File: src/rtl/issue_port_pkg.sv
package issue_port_pkg;

  typedef enum logic [1:0] {
    CLS_INT_FAST = 2'b00,
    CLS_INT_LONG = 2'b01,
    CLS_FP_MUL   = 2'b10,
    CLS_FP_ADD   = 2'b11
  } op_class_e;

  localparam int LAT_INT_FAST = 1;
  localparam int LAT_INT_LONG = 3;
  localparam int LAT_FP_MUL   = 5;
  localparam int LAT_FP_ADD   = 3;
  localparam int MAX_LAT      = 5;
  localparam int RESV_DEPTH   = MAX_LAT + 1;
  localparam int LAT_W        = $clog2(RESV_DEPTH);
  localparam int NUM_BUS      = 2;
  localparam int BUS_INT      = 0;
  localparam int BUS_FP       = 1;

  function automatic logic [LAT_W-1:0] op_latency(input op_class_e c);
    case (c)
      CLS_INT_FAST: return LAT_W'(LAT_INT_FAST);
      CLS_INT_LONG: return LAT_W'(LAT_INT_LONG);
      CLS_FP_MUL:   return LAT_W'(LAT_FP_MUL);
      default:      return LAT_W'(LAT_FP_ADD);
    endcase
  endfunction

  function automatic logic op_is_fp(input op_class_e c);
    return (c == CLS_FP_MUL) || (c == CLS_FP_ADD);
  endfunction

endpackage

File: src/rtl/wb_resv_lane.sv
module wb_resv_lane
  import issue_port_pkg::*;
#(
  parameter int TAG_W = 6,
  parameter int DEPTH = RESV_DEPTH
) (
  input  logic             clk,
  input  logic             rst,
  input  logic             issue,
  input  logic [LAT_W-1:0] issue_lat,
  input  logic [TAG_W-1:0] issue_tag,
  output logic             slot_taken,
  output logic             cpl_valid,
  output logic [TAG_W-1:0] cpl_tag
);

  logic [DEPTH-1:0] pend_v;
  logic [TAG_W-1:0] pend_t [DEPTH];

  // Slot that will hold an op of latency issue_lat after this edge's shift
  always_comb begin
    slot_taken = 1'b0;
    for (int j = 1; j < DEPTH; j++) begin
      if (j == int'(issue_lat) + 1) slot_taken = pend_v[j];
    end
  end

  always_ff @(posedge clk) begin
    if (rst) begin
      pend_v <= '0;
      for (int j = 0; j < DEPTH; j++) pend_t[j] <= '0;
    end else begin
      for (int j = 0; j < DEPTH; j++) begin
        if (issue && j == int'(issue_lat)) begin
          pend_v[j] <= 1'b1;
          pend_t[j] <= issue_tag;
        end else if (j < DEPTH - 1) begin
          pend_v[j] <= pend_v[j+1];
          pend_t[j] <= pend_t[j+1];
        end else begin
          pend_v[j] <= 1'b0;
          pend_t[j] <= '0;
        end
      end
    end
  end

  assign cpl_valid = pend_v[0];
  assign cpl_tag   = pend_t[0];


  issue_free_slot_chk: assert property (@(posedge clk) disable iff (rst)
    issue |-> !slot_taken);


  post_reset_quiet_chk: assert property (@(posedge clk)
    rst |=> !cpl_valid);

endmodule

File: src/rtl/issue_port.sv
module issue_port
  import issue_port_pkg::*;
#(
  parameter int TAG_W = 6
) (
  input  logic             clk,
  input  logic             rst,
  input  logic             in_valid,
  input  logic [1:0]       in_class,
  input  logic [TAG_W-1:0] in_tag,
  input  logic             wide_mode,
  output logic             in_ready,
  output logic             int_cpl_valid,
  output logic [TAG_W-1:0] int_cpl_tag,
  output logic             fp_cpl_valid,
  output logic [TAG_W-1:0] fp_cpl_tag
);

  op_class_e        cls;
  logic [LAT_W-1:0] lat;
  logic             is_fp;
  logic             fp_blocked;
  logic             conflict;
  logic             accept;
  logic [NUM_BUS-1:0] taken;
  logic [NUM_BUS-1:0] bus_issue;
  logic [NUM_BUS-1:0] bus_cpl_v;
  logic [TAG_W-1:0]   bus_cpl_t [NUM_BUS];

  assign cls        = op_class_e'(in_class);
  assign lat        = op_latency(cls);
  assign is_fp      = op_is_fp(cls);
  assign fp_blocked = wide_mode && is_fp;
  assign conflict   = is_fp ? taken[BUS_FP] : taken[BUS_INT];
  assign in_ready   = !fp_blocked && !conflict;
  assign accept     = in_valid && in_ready;

  for (genvar b = 0; b < NUM_BUS; b++) begin : g_bus
    assign bus_issue[b] = accept && (is_fp == (b == BUS_FP));
    wb_resv_lane #(.TAG_W(TAG_W), .DEPTH(RESV_DEPTH)) u_lane (
      .clk(clk), .rst(rst),
      .issue(bus_issue[b]), .issue_lat(lat), .issue_tag(in_tag),
      .slot_taken(taken[b]),
      .cpl_valid(bus_cpl_v[b]), .cpl_tag(bus_cpl_t[b])
    );
  end

  assign int_cpl_valid = bus_cpl_v[BUS_INT];
  assign int_cpl_tag   = bus_cpl_t[BUS_INT];
  assign fp_cpl_valid  = bus_cpl_v[BUS_FP];
  assign fp_cpl_tag    = bus_cpl_t[BUS_FP];


  wide_blocks_fp_chk: assert property (@(posedge clk) disable iff (rst)
    (wide_mode && is_fp) |-> !in_ready);


  fmul_streams_chk: assert property (@(posedge clk) disable iff (rst)
    (accept && cls == CLS_FP_MUL) |=> (cls != CLS_FP_MUL || wide_mode || in_ready));


  idle_no_issue_chk: assert property (@(posedge clk) disable iff (rst)
    !in_valid |-> (bus_issue == '0));

endmodule

File: config.mk
export PLATFORM = sky130hd
export DESIGN_NAME = issue_port
export DESIGN_NICKNAME = d
export VERILOG_FILES = /design/src/rtl/issue_port_pkg.sv /design/src/rtl/wb_resv_lane.sv /design/src/rtl/issue_port.sv
export SDC_FILE = /design/constraint.sdc
export NUM_CORES = 1
export LEC_CHECK = 0
export ABC_AREA = 1
export BUFFER_PORTS_ARGS = -buffer_cell sky130_fd_sc_hd__buf_4
export CAP_MARGIN = 10
export CORE_ASPECT_RATIO = 1.75
export CORE_MARGIN = 4
export CORE_UTILIZATION = 50
export CTS_BUF_LIST = sky130_fd_sc_hd__clkbuf_16
export DETAILED_ROUTE_END_ITERATION = 10
export PLACE_DENSITY = 0.82
export SLEW_MARGIN = 40
export SYNTH_ARGS = -nofsm -noshare
export SYNTH_HDL_FRONTEND = slang
export SYNTH_SLANG_ARGS = --single-unit
File: constraint.sdc
create_clock -name clk -period 1.1 [get_ports clk]
set_input_delay 0.22 -clock clk [delete_from_list [all_inputs] [get_ports clk]]
set_output_delay 0.22 -clock clk [all_outputs]
set_load 0.01 [all_outputs]
; Yosys cells after proc, flatten, opt, wreduce, memory -nomap -nowiden
; Memories as Yosys holds them, arrays and structs flattened.
; Cells that the tools add are included.
[totals]
word_cells = 184
regBits = 12
in_bits = 12
ramBits = 72
mem_count = 2
out_inout_bits = 15
[op_classes]
n_reduce_logical = 22
n_eq_ne = 12
bitwise_logic = 25
muxes = 120
n_addsub = 1
[memory_table]
columns = memory, depth, word_bits, rd, rd_ports_with_merged_regs, write_ports, line
row1 = g_bus[0].u_lane.pend_t, 6, 6, 6, 0, 6, wb_resv_lane.sv:18  ; logic [TAG_W-1:0] pend_t [DEPTH];
row2 = g_bus[1].u_lane.pend_t, 6, 6, 6, 0, 6, wb_resv_lane.sv:18
[op_table]
columns = operator, n
row1 = 2-to-1 mux 6 bit, 24
row2 = 2-to-1 mux 1 bit, 95
row3 = equality test 3 x 32 -> 1 bit (first input constant), 2
row4 = equality test 4 x 32 -> 1 bit (first input constant), 2
row5 = equality test 2 x 32 -> 1 bit (first input constant), 1
row6 = OR 1 bit, 24
row7 = logical AND 1 bit, 17
row8 = equality test 3 bit (first input constant), 4
row9 = case mux 3 bit (2 select lines), 1
row10 = adder 3 x 1 -> 4 bit (second input constant), 1
row11 = equality test 2 bit (second input constant), 2
row12 = equality test 2 x 3 -> 1 bit (first input constant), 1
row13 = logical NOT 3 bit, 1
row14 = logical NOT 1 bit, 2
row15 = logical NOT 2 bit, 1
row16 = logical OR 1 bit, 1
row17 = NOT 1 bit, 1

; Longest topological paths before layout
; Gate-level depths: netlist (run 1).
[logic_depth]
word_depth = 20
depth_mapped = 8

; Cells and area by module
; A second synthesis (run 1) with hierarchy kept.
[hier_totals]
hier_cells = 504
hier_area_um2 = 4217.8
[by_module_without_submodules]
columns = module, area_per_inst_um2, n_inst, cells_each
row1 = wb_resv_lane, 2083.2, 2, 246
row2 = issue_port, 51.3, 1, 12

; Worst setup path after synthesis (run 1)
; OpenSTA, ideal clock, no wires.
[synth_timing]
path_kind = reg2reg
startpoint = reg g_bus[1].u_lane.pend_v[4]
endpoint = mem g_bus[1].u_lane.pend_t[3][0] (netlist: g_bus[1].u_lane.pend_t[0][18]) (data pin)
path_buffers = 1
stages_incl_launch_ff = 8
required_time_ps = 847
setup_time_ps = 253
synth_period_minus_slack_ps = 1141
slack_ps = -41
arrival_ps = 888
cell_sequence = dfxtp_1 nand2_1 nand3_1 nor2_1 nand2_1 buf_6 nor2_1 nor2_1
[synth_rtl]
columns = element, line
row1 = start: declaration, wb_resv_lane.sv:17  ; logic [DEPTH-1:0] pend_v;
row2 = start signal: indexed assignment, wb_resv_lane.sv:38  ; pend_v[j] <= pend_v[j+1];
row3 = end: declaration, wb_resv_lane.sv:18

==> run_results.csv, run 1 <==
group,metric,value,unit
run_status,outcome,"finished, violations left",
run_status,violations,"negative setup slack",
global_route,track_usage,17.2,%
timing,setup_viol,28,
finish,fillCellCount,448,
global_route,grt_pass1_wl,9310,um
drt,post_drt_wl_per_cell,12.2,um
place,dp_hpwl,3120,um
die,die_y,112,um
clock_network,cts.sinks,84,
synthesis,synth.distinct_cells,16,
clock_network,htreeDepth,3,
drt,wl_met3,290,um
place,dpl-instance-area,3420,um^2
die,ios,27,
power_and_ir_drop,p_switching,1.46,mW
setup_path,cp.required,1.19,ns
timing,finalCriticalPeriod,1.36,ns
drt,first_pass_iters,4,
clock_network,clk_pin_slew,0.06,ns
hold_path,hold_path.class,"in2reg",
flow_run,cap_violations,0,
die,fp-row-count,37,
drt,vias_per_cell,4.37,
drt,totalWireLength,5970,um
global_route,grt_antenna_before_repair,0,
clock_network,clkLatencyLatePin,0.33,ns
die,dieArea,7510,um^2
setup_path,path_cells,"nand2_2 -> nand2_4 -> nor2_4 -> buf_12 -> nand3_4 -> nor2_2 -> nor2_1",
synthesis,synth-seq-cells,84,
die,chipWidth,67.2,um
power_and_ir_drop,power,6.78,mW
finish,final_util,68.2,%
die,initial_core_util,51.8,%
drt,drt_iter0_drc,91,
power_and_ir_drop,ir_drop,0.00197,V
timing,period_share,124,%
finish,layout-drive-gt1-share,26.0,%
setup_path,slowest_delay,0.33,ns
finish,antenna_cells,0,
finish,area.sequential,2050,um^2
timing,hold_viol,0,
timing,skew,0.00910,ns
setup_path,crit_type,"reg2reg",
finish,nets,418,
drt,drc_errors,0,
power_and_ir_drop,power_density,1680,nW/um^2
clock_network,cts_root_buffer,"clkbuf_16",
synthesis,ys_seq_area_share,66.5,%
setup_path,end_kind,"flip-flop",
timing,rsz0062_at_grt,"true",
clock_network,cts_buffer_depth,2,
clock_network,cts_buffers,9,
synthesis,synth_cells,332,
drt,routed-via-count,2138,
power_and_ir_drop,internal_power,5.32,mW
finish,multi_input_area,970,um^2
timing,layout_setup_ws,-0.261,ns
timing,setup_tns,-4.44,ns
global_route,grt-ovfl-total,0,
drt,wl_met1,1950,um
power_and_ir_drop,sw_frac_of_total,21.5,%
drt,top_layer_used,"met4",
die,coreArea,5930,um^2
global_route,grt_max_degree,26,
setup_path,critPathMaxFanout,7,
finish,syn_to_final_growth,31.5,%
setup_path,worstPathArrival,1.45,ns
clock_network,cts_hold_buf,0,
finish,design_area,4040,um^2
power_and_ir_drop,clock_power_share,41.4,%
synthesis,yosys_warnings,0,
drt,ant_nets,0,
global_route,grt_pass1_vias,2192,
timing,fmax,0.735,GHz
clock_network,cts_tree,"done",
timing,whs,0.120,ns
synthesis,synth_area,3070,um^2
drt,wl_met2,3390,um
place,gp_congestion,0.832,
place,port_buffers,26,
setup_path,crit_slowest_cell,"dfxtp_2",
timing,drv_slew,0,
power_and_ir_drop,p_comb_share,7.4,%
synthesis,syn_area_per_cell,9.25,um^2
power_and_ir_drop,p_seq_share,51.1,%
power_and_ir_drop,leakage,1.93,nW
setup_path,start_kind,"flip-flop",
-- cell type report --
type	count	share of cell area, %
Sequential cell	84	50.7
Multi-Input combinational cell	188	24.0
Timing Repair Buffer	41	8.40
Inverter	82	7.62
Clock buffer	9	5.58
Tap cell	78	2.42
Clock inverter	7	1.33
-- cells in the final DEF (no fill, tap or decap) --
cell type,n
buf_12,1
nor2_2,22
a21oi_1,1
clkinv_1,2
clkinv_2,1
edfxtp_1,36
o21ai_2,1
inv_2,2
a21oi_2,1
nand3_4,6
nor2_4,9
inv_1,83
nand2_2,8
nand2_4,2
conb_1,43
buf_4,35
nand2_1,31
bufinv_16,1
dfxtp_2,3
clkbuf_16,9
buf_6,5
a21oi_4,1
dfxtp_1,45
nor2_1,63
-- flip-flops by register name, summed over array words and instances (netlist names) --
name / cells
g_bus.u_lane.pend_v: 12
g_bus.u_lane.pend_t: 72
-- cell families after synthesis --
logic type	after synthesis	share of synthesized area, %
flip-flops	84	66.5
AO/OA/AOI/OAI	4	0.652
AND/OR/NAND/NOR	138	17.5
other	2	0.245
buffers and inverters	104	15.1
-- power groups by stage --
stage	Clock (mW)	Sequential, mW	Combinational, mW
after floorplan	0	3.52	0.256
after global placement	0	3.52	0.344
after detailed placement	0	3.53	0.359
after CTS	2.85	3.46	0.438
after global routing	2.99	3.48	0.560
final	2.81	3.47	0.504
-- synth_stat cells --
| master | number | area, um^2 |
|---|---|---|
| nor2_1 | 92 | 345 |
| inv_1 | 81 | 304 |
| dfxtp_1 | 48 | 961 |
| nand2_1 | 40 | 150 |
| edfxtp_1 | 36 | 1080 |
| buf_4 | 13 | 97.6 |
| clkbuf_1 | 5 | 18.8 |
| a21oi_1 | 3 | 15.0 |
| buf_6 | 3 | 33.8 |
| conb_1 | 2 | 7.51 |
| nand3_1 | 2 | 10.0 |
| nand3_2 | 2 | 20.0 |
| nor2_2 | 2 | 12.5 |
| buf_2 | 1 | 5.00 |
| clkinv_1 | 1 | 3.75 |
| o21ai_0 | 1 | 5.00 |
-- timing repair --
action | CTS | global route
resized for setup | 28 | 45
pin swaps | 13 | 17
setup endpoints to repair | 29 | 29
gates cloned | 3 | 0
buffers inserted | 4 | 3
-- layer usage --
layer  track usage, %  vias up
met5                0        -
met2             30.9       77
li1                 -     1051
met3             5.35       29
met4             13.1        0
met1             14.6      981
-- metrics by stage --
stage,worst slack [ns],instances
floorplan,-0.0408,373
global placement,-0.202,463
detailed placement,-0.285,463
CTS,-0.206,486
global route,-0.312,489
finish,-0.261,489
-- critical path, delay by kind of cell (launching register included) --
kind	cells	cell delay, ns
buf+inv	1	0.13
flops	1	0.33
simple gates	6	0.66
-- worst paths after layout --
kind | from | cells past startpoint | slack, ns | to
setup reg to reg | g_bus[0].u_lane.pend_v[4] | 7 | -0.26 | g_bus[0].u_lane.pend_t[0][20]
setup / recovery | g_bus[0].u_lane.pend_v[4] | 7 | -0.26 | g_bus[0].u_lane.pend_t[0][20]
hold reg to reg | g_bus[0].u_lane.pend_v[1] | 2 | 0.40 | g_bus[0].u_lane.pend_v[0]
hold / removal | rst | 2 | 0.12 | g_bus[0].u_lane.pend_t[0][17]
Note: power is estimated with default switching activity, not from simulation.
==> run 2: changes to the inputs <==
--- a/config.mk
+++ b/config.mk
@@ -5,7 +5,6 @@
 export SDC_FILE = /design/constraint.sdc
 export NUM_CORES = 1
 export LEC_CHECK = 0
-export ABC_AREA = 1
 export BUFFER_PORTS_ARGS = -buffer_cell sky130_fd_sc_hd__buf_4
 export CAP_MARGIN = 10
 export CORE_ASPECT_RATIO = 1.75
@@ -13,7 +12,7 @@
 export CORE_UTILIZATION = 50
 export CTS_BUF_LIST = sky130_fd_sc_hd__clkbuf_16
 export DETAILED_ROUTE_END_ITERATION = 10
-export PLACE_DENSITY = 0.82
+export PLACE_DENSITY = 0.83
 export SLEW_MARGIN = 40
 export SYNTH_ARGS = -nofsm -noshare
 export SYNTH_HDL_FRONTEND = slang
==> run 2 against run 1 <==
Compared with the run above: the flow still finishes with violations (negative setup slack); setup slack got worse by 0.15 ns; sequential share of layout area increased by 3.7 points; die area decreased by 2.9%; cell count decreased by 24%; register-to-register slack got worse by 0.08 ns; first-iteration DRC count decreased by 9.9%; worst hold slack improved by 0.093 ns; fmax decreased by 9.7%; combinational power decreased by 21%; critical endpoint is now in_ready.
==> run_results.csv, run 2 <==
group,metric,value,unit
run_status,outcome,"finished, violations left",
run_status,violations,"negative setup slack",
synthesis,synth-seq-cells,84,
finish,syn_to_final_growth,26.8,%
global_route,track_usage,13.4,%
drt,vias_per_cell,4.24,
hold_path,hold_path.class,"in2reg",
synthesis,async_reset_ff_share,0,%
synthesis,synth_most_common_cell,"nor2b_1",
drt,wl_met3,166,um
synthesis,netlist.area_leader.share,36.4,%
drt,wl_met2,2340,um
timing,rsz0062_at_grt,"true",
drt,wl_met1,1520,um
timing,fmax,0.664,GHz
die,fp-row-count,36,
timing,drv_slew,0,
setup_path,crit_type,"reg2out",
finish,reg_top3,"g_bus.u_lane.pend_t (72), g_bus.u_lane.pend_v (12)",
synthesis,yosys.area.top_type,"edfxtp_1",
die,die_y,110,um
die,dieArea,7290,um^2
finish,layout_common_cells,"nor2b_1 (49), dfxtp_1 (45), conb_1 (43)",
setup_path,cp.required,0.88,ns
finish,mostFrequentLayoutCell,"nor2b_1",
synthesis,synth-edff-count,36,
global_route,grt_pass1_vias,1573,
setup_path,r2r_end,"g_bus[0].u_lane.pend_t[0][22]",
drt,drt_iter0_drc,82,
global_route,grt_pass1_wl,6960,um
clock_network,cts.sinks,84,
power_and_ir_drop,leakage,1.55,nW
hold_path,min_to,"g_bus[1].u_lane.pend_t[0][32]",
die,ios,27,
drt,ant_nets,0,
die,chipWidth,66.3,um
setup_path,start_kind,"flip-flop",
drt,top_layer_used,"met4",
synthesis,synth_common_cells,"nor2b_1 (49), dfxtp_1 (48), edfxtp_1 (36)",
die,initial_core_util,52.4,%
drt,routed-via-count,1580,
finish,layout-drive-gt1-share,24.9,%
setup_path,end_kind,"primary output",
setup_path,critPathMaxFanout,2,
timing,period_share,137,%
synthesis,synth.distinct_cells,20,
synthesis,synth_cells,218,
drt,totalWireLength,4190,um
setup_path,worstPathArrival,1.29,ns
timing,layout_setup_ws,-0.407,ns
place,port_buffers,26,
power_and_ir_drop,ir_drop,0.00117,V
synthesis,yosys_warnings,0,
synthesis,synth_area,2970,um^2
die,coreArea,5680,um^2
clock_network,clk_pin_slew,0.05,ns
finish,largest_reg_flops,72,
finish,final_cells,373,
timing,hold_viol,0,
timing,setup_viol,20,
setup_path,r2r_slack,-0.34,ns
flow_run,cap_violations,0,
place,gp_congestion,0.774,
clock_network,clkLatencyLatePin,0.33,ns
clock_network,cts_root_buffer,"clkbuf_16",
drt,first_pass_iters,4,
synthesis,ys_seq_area_share,68.7,%
drt,drc_errors,0,
place,dp_cells,354,
clock_network,cts_tree,"done",
clock_network,htreeDepth,3,
hold_path,hold-path-cell-count,2,
timing,finalCriticalPeriod,1.51,ns
finish,regMostFlops,"g_bus.u_lane.pend_t",
setup_path,reg2reg_from,"g_bus[0].u_lane.pend_v[4]",
global_route,grt_max_degree,42,
finish,final_util,66.4,%
finish,antenna_cells,0,
power_and_ir_drop,power_density,1690,nW/um^2
clock_network,cts_buffer_depth,2,
synthesis,syn_area_per_cell,13.6,um^2
drt,post_drt_wl_per_cell,11.2,um
setup_path,rr_worst_depth,5,
hold_path,min-delay-start,"in_tag[2]",
synthesis,synth_top_flop_cell,"dfxtp_1",
power_and_ir_drop,power,6.38,mW
clock_network,cts_buffers,9,
global_route,grt-ovfl-total,0,
global_route,grt_antenna_before_repair,0,
place,dp_hpwl,2810,um
synthesis,synth_area_leaders,"edfxtp_1 (36%), dfxtp_1 (32%), nor2b_1 (10%)",
timing,skew,0.00403,ns
finish,nets,304,
run 2: cell count changes after synthesis, moves of 4 or more:
cell	previous run	this run
mux2i_1	0	18
nand2b_1	0	13
nor2_1	92	10
and2_1	0	6
nor2b_1	0	49
inv_1	81	0
nand2_1	40	1
nor2_2	2	6
run 2: stage by stage:
| step | area (um^2) | hold slack (ns) | setup TNS (ns) | setup WS [ns] |
|---|---|---|---|---|
| floorplan | 3140 | 0.306 | -2.02 | -0.220 |
| global placement | 3450 | 0.418 | -4.30 | -0.252 |
| detailed placement | 3450 | 0.420 | -5.03 | -0.275 |
| CTS | 3750 | 0.201 | -3.97 | -0.406 |
| global route | 3770 | 0.216 | -5.35 | -0.484 |
| finish | 3770 | 0.213 | -4.10 | -0.407 |
run 2: how the worst max path moves through the flow:
stage	endpoint	startpoint	cells after the start	slack, ns
final	in_ready	g_bus[0].u_lane.pend_v[2]	4	-0.41
after global placement	g_bus[0].u_lane.pend_t[0][23]	in_class[1]	5	-0.25
after CTS	in_ready	g_bus[1].u_lane.pend_v[4]	3	-0.41
after floorplan	g_bus[0].u_lane.pend_t[0][10]	g_bus[0].u_lane.pend_v[2]	3	-0.22
after detailed placement	g_bus[0].u_lane.pend_t[0][11]	in_class[0]	5	-0.28
after global routing	in_ready	g_bus[0].u_lane.pend_v[2]	4	-0.48
run 2: power by group:
part | total (mW) | switching, mW | internal, mW
clock network | 2.52 | 1.05 | 1.48
registers | 3.46 | 0.0370 | 3.42
logic | 0.399 | 0.193 | 0.206
run 2: repair_timing:
| item | 4_1_cts | 5_1_grt |
|---|---|---|
| buffers inserted | 3 | 1 |
| gates resized for setup | 7 | 3 |
| setup endpoints to repair | 19 | 20 |
| cloned | 0 | 0 |
| hold buffers | 0 | 0 |
| pin swaps | 1 | 2 |
run 2: worst max-delay path, stage by stage (launching register included):
cell and delay, ns:
dfxtp_2 0.35, buf_4 0.12, nor3b_1 0.29, a221oi_2 0.06, buf_4 0.16
run 2: kinds of logic after synthesis:
| family | after synthesis | synth area share [%] |
|---|---|---|
| multiplexers | 19 | 6.44 |
| AO/OA/AOI/OAI | 2 | 0.632 |
| AND/OR/NAND/NOR | 90 | 19.7 |
| buffers and inverters | 21 | 4.25 |
| other | 2 | 0.253 |
| flip-flops | 84 | 68.7 |
run 2: per-layer routing:
| metal | global-route usage (%) | vias up |
|---|---|---|
| met3 | 3.96 | 13 |
| li1 | - | 812 |
| met1 | 13.5 | 730 |
| met5 | 0 | - |
| met4 | 9.88 | 0 |
| met2 | 22.9 | 25 |
run 2: area by class of cell:
type	count	area, um^2
timing repair buffer	43	372
clock buffer	9	225
sequential	84	2050
clock inverter	7	28.8
multi-input combinational	154	1000
fill	446	1910
tap	76	95.1
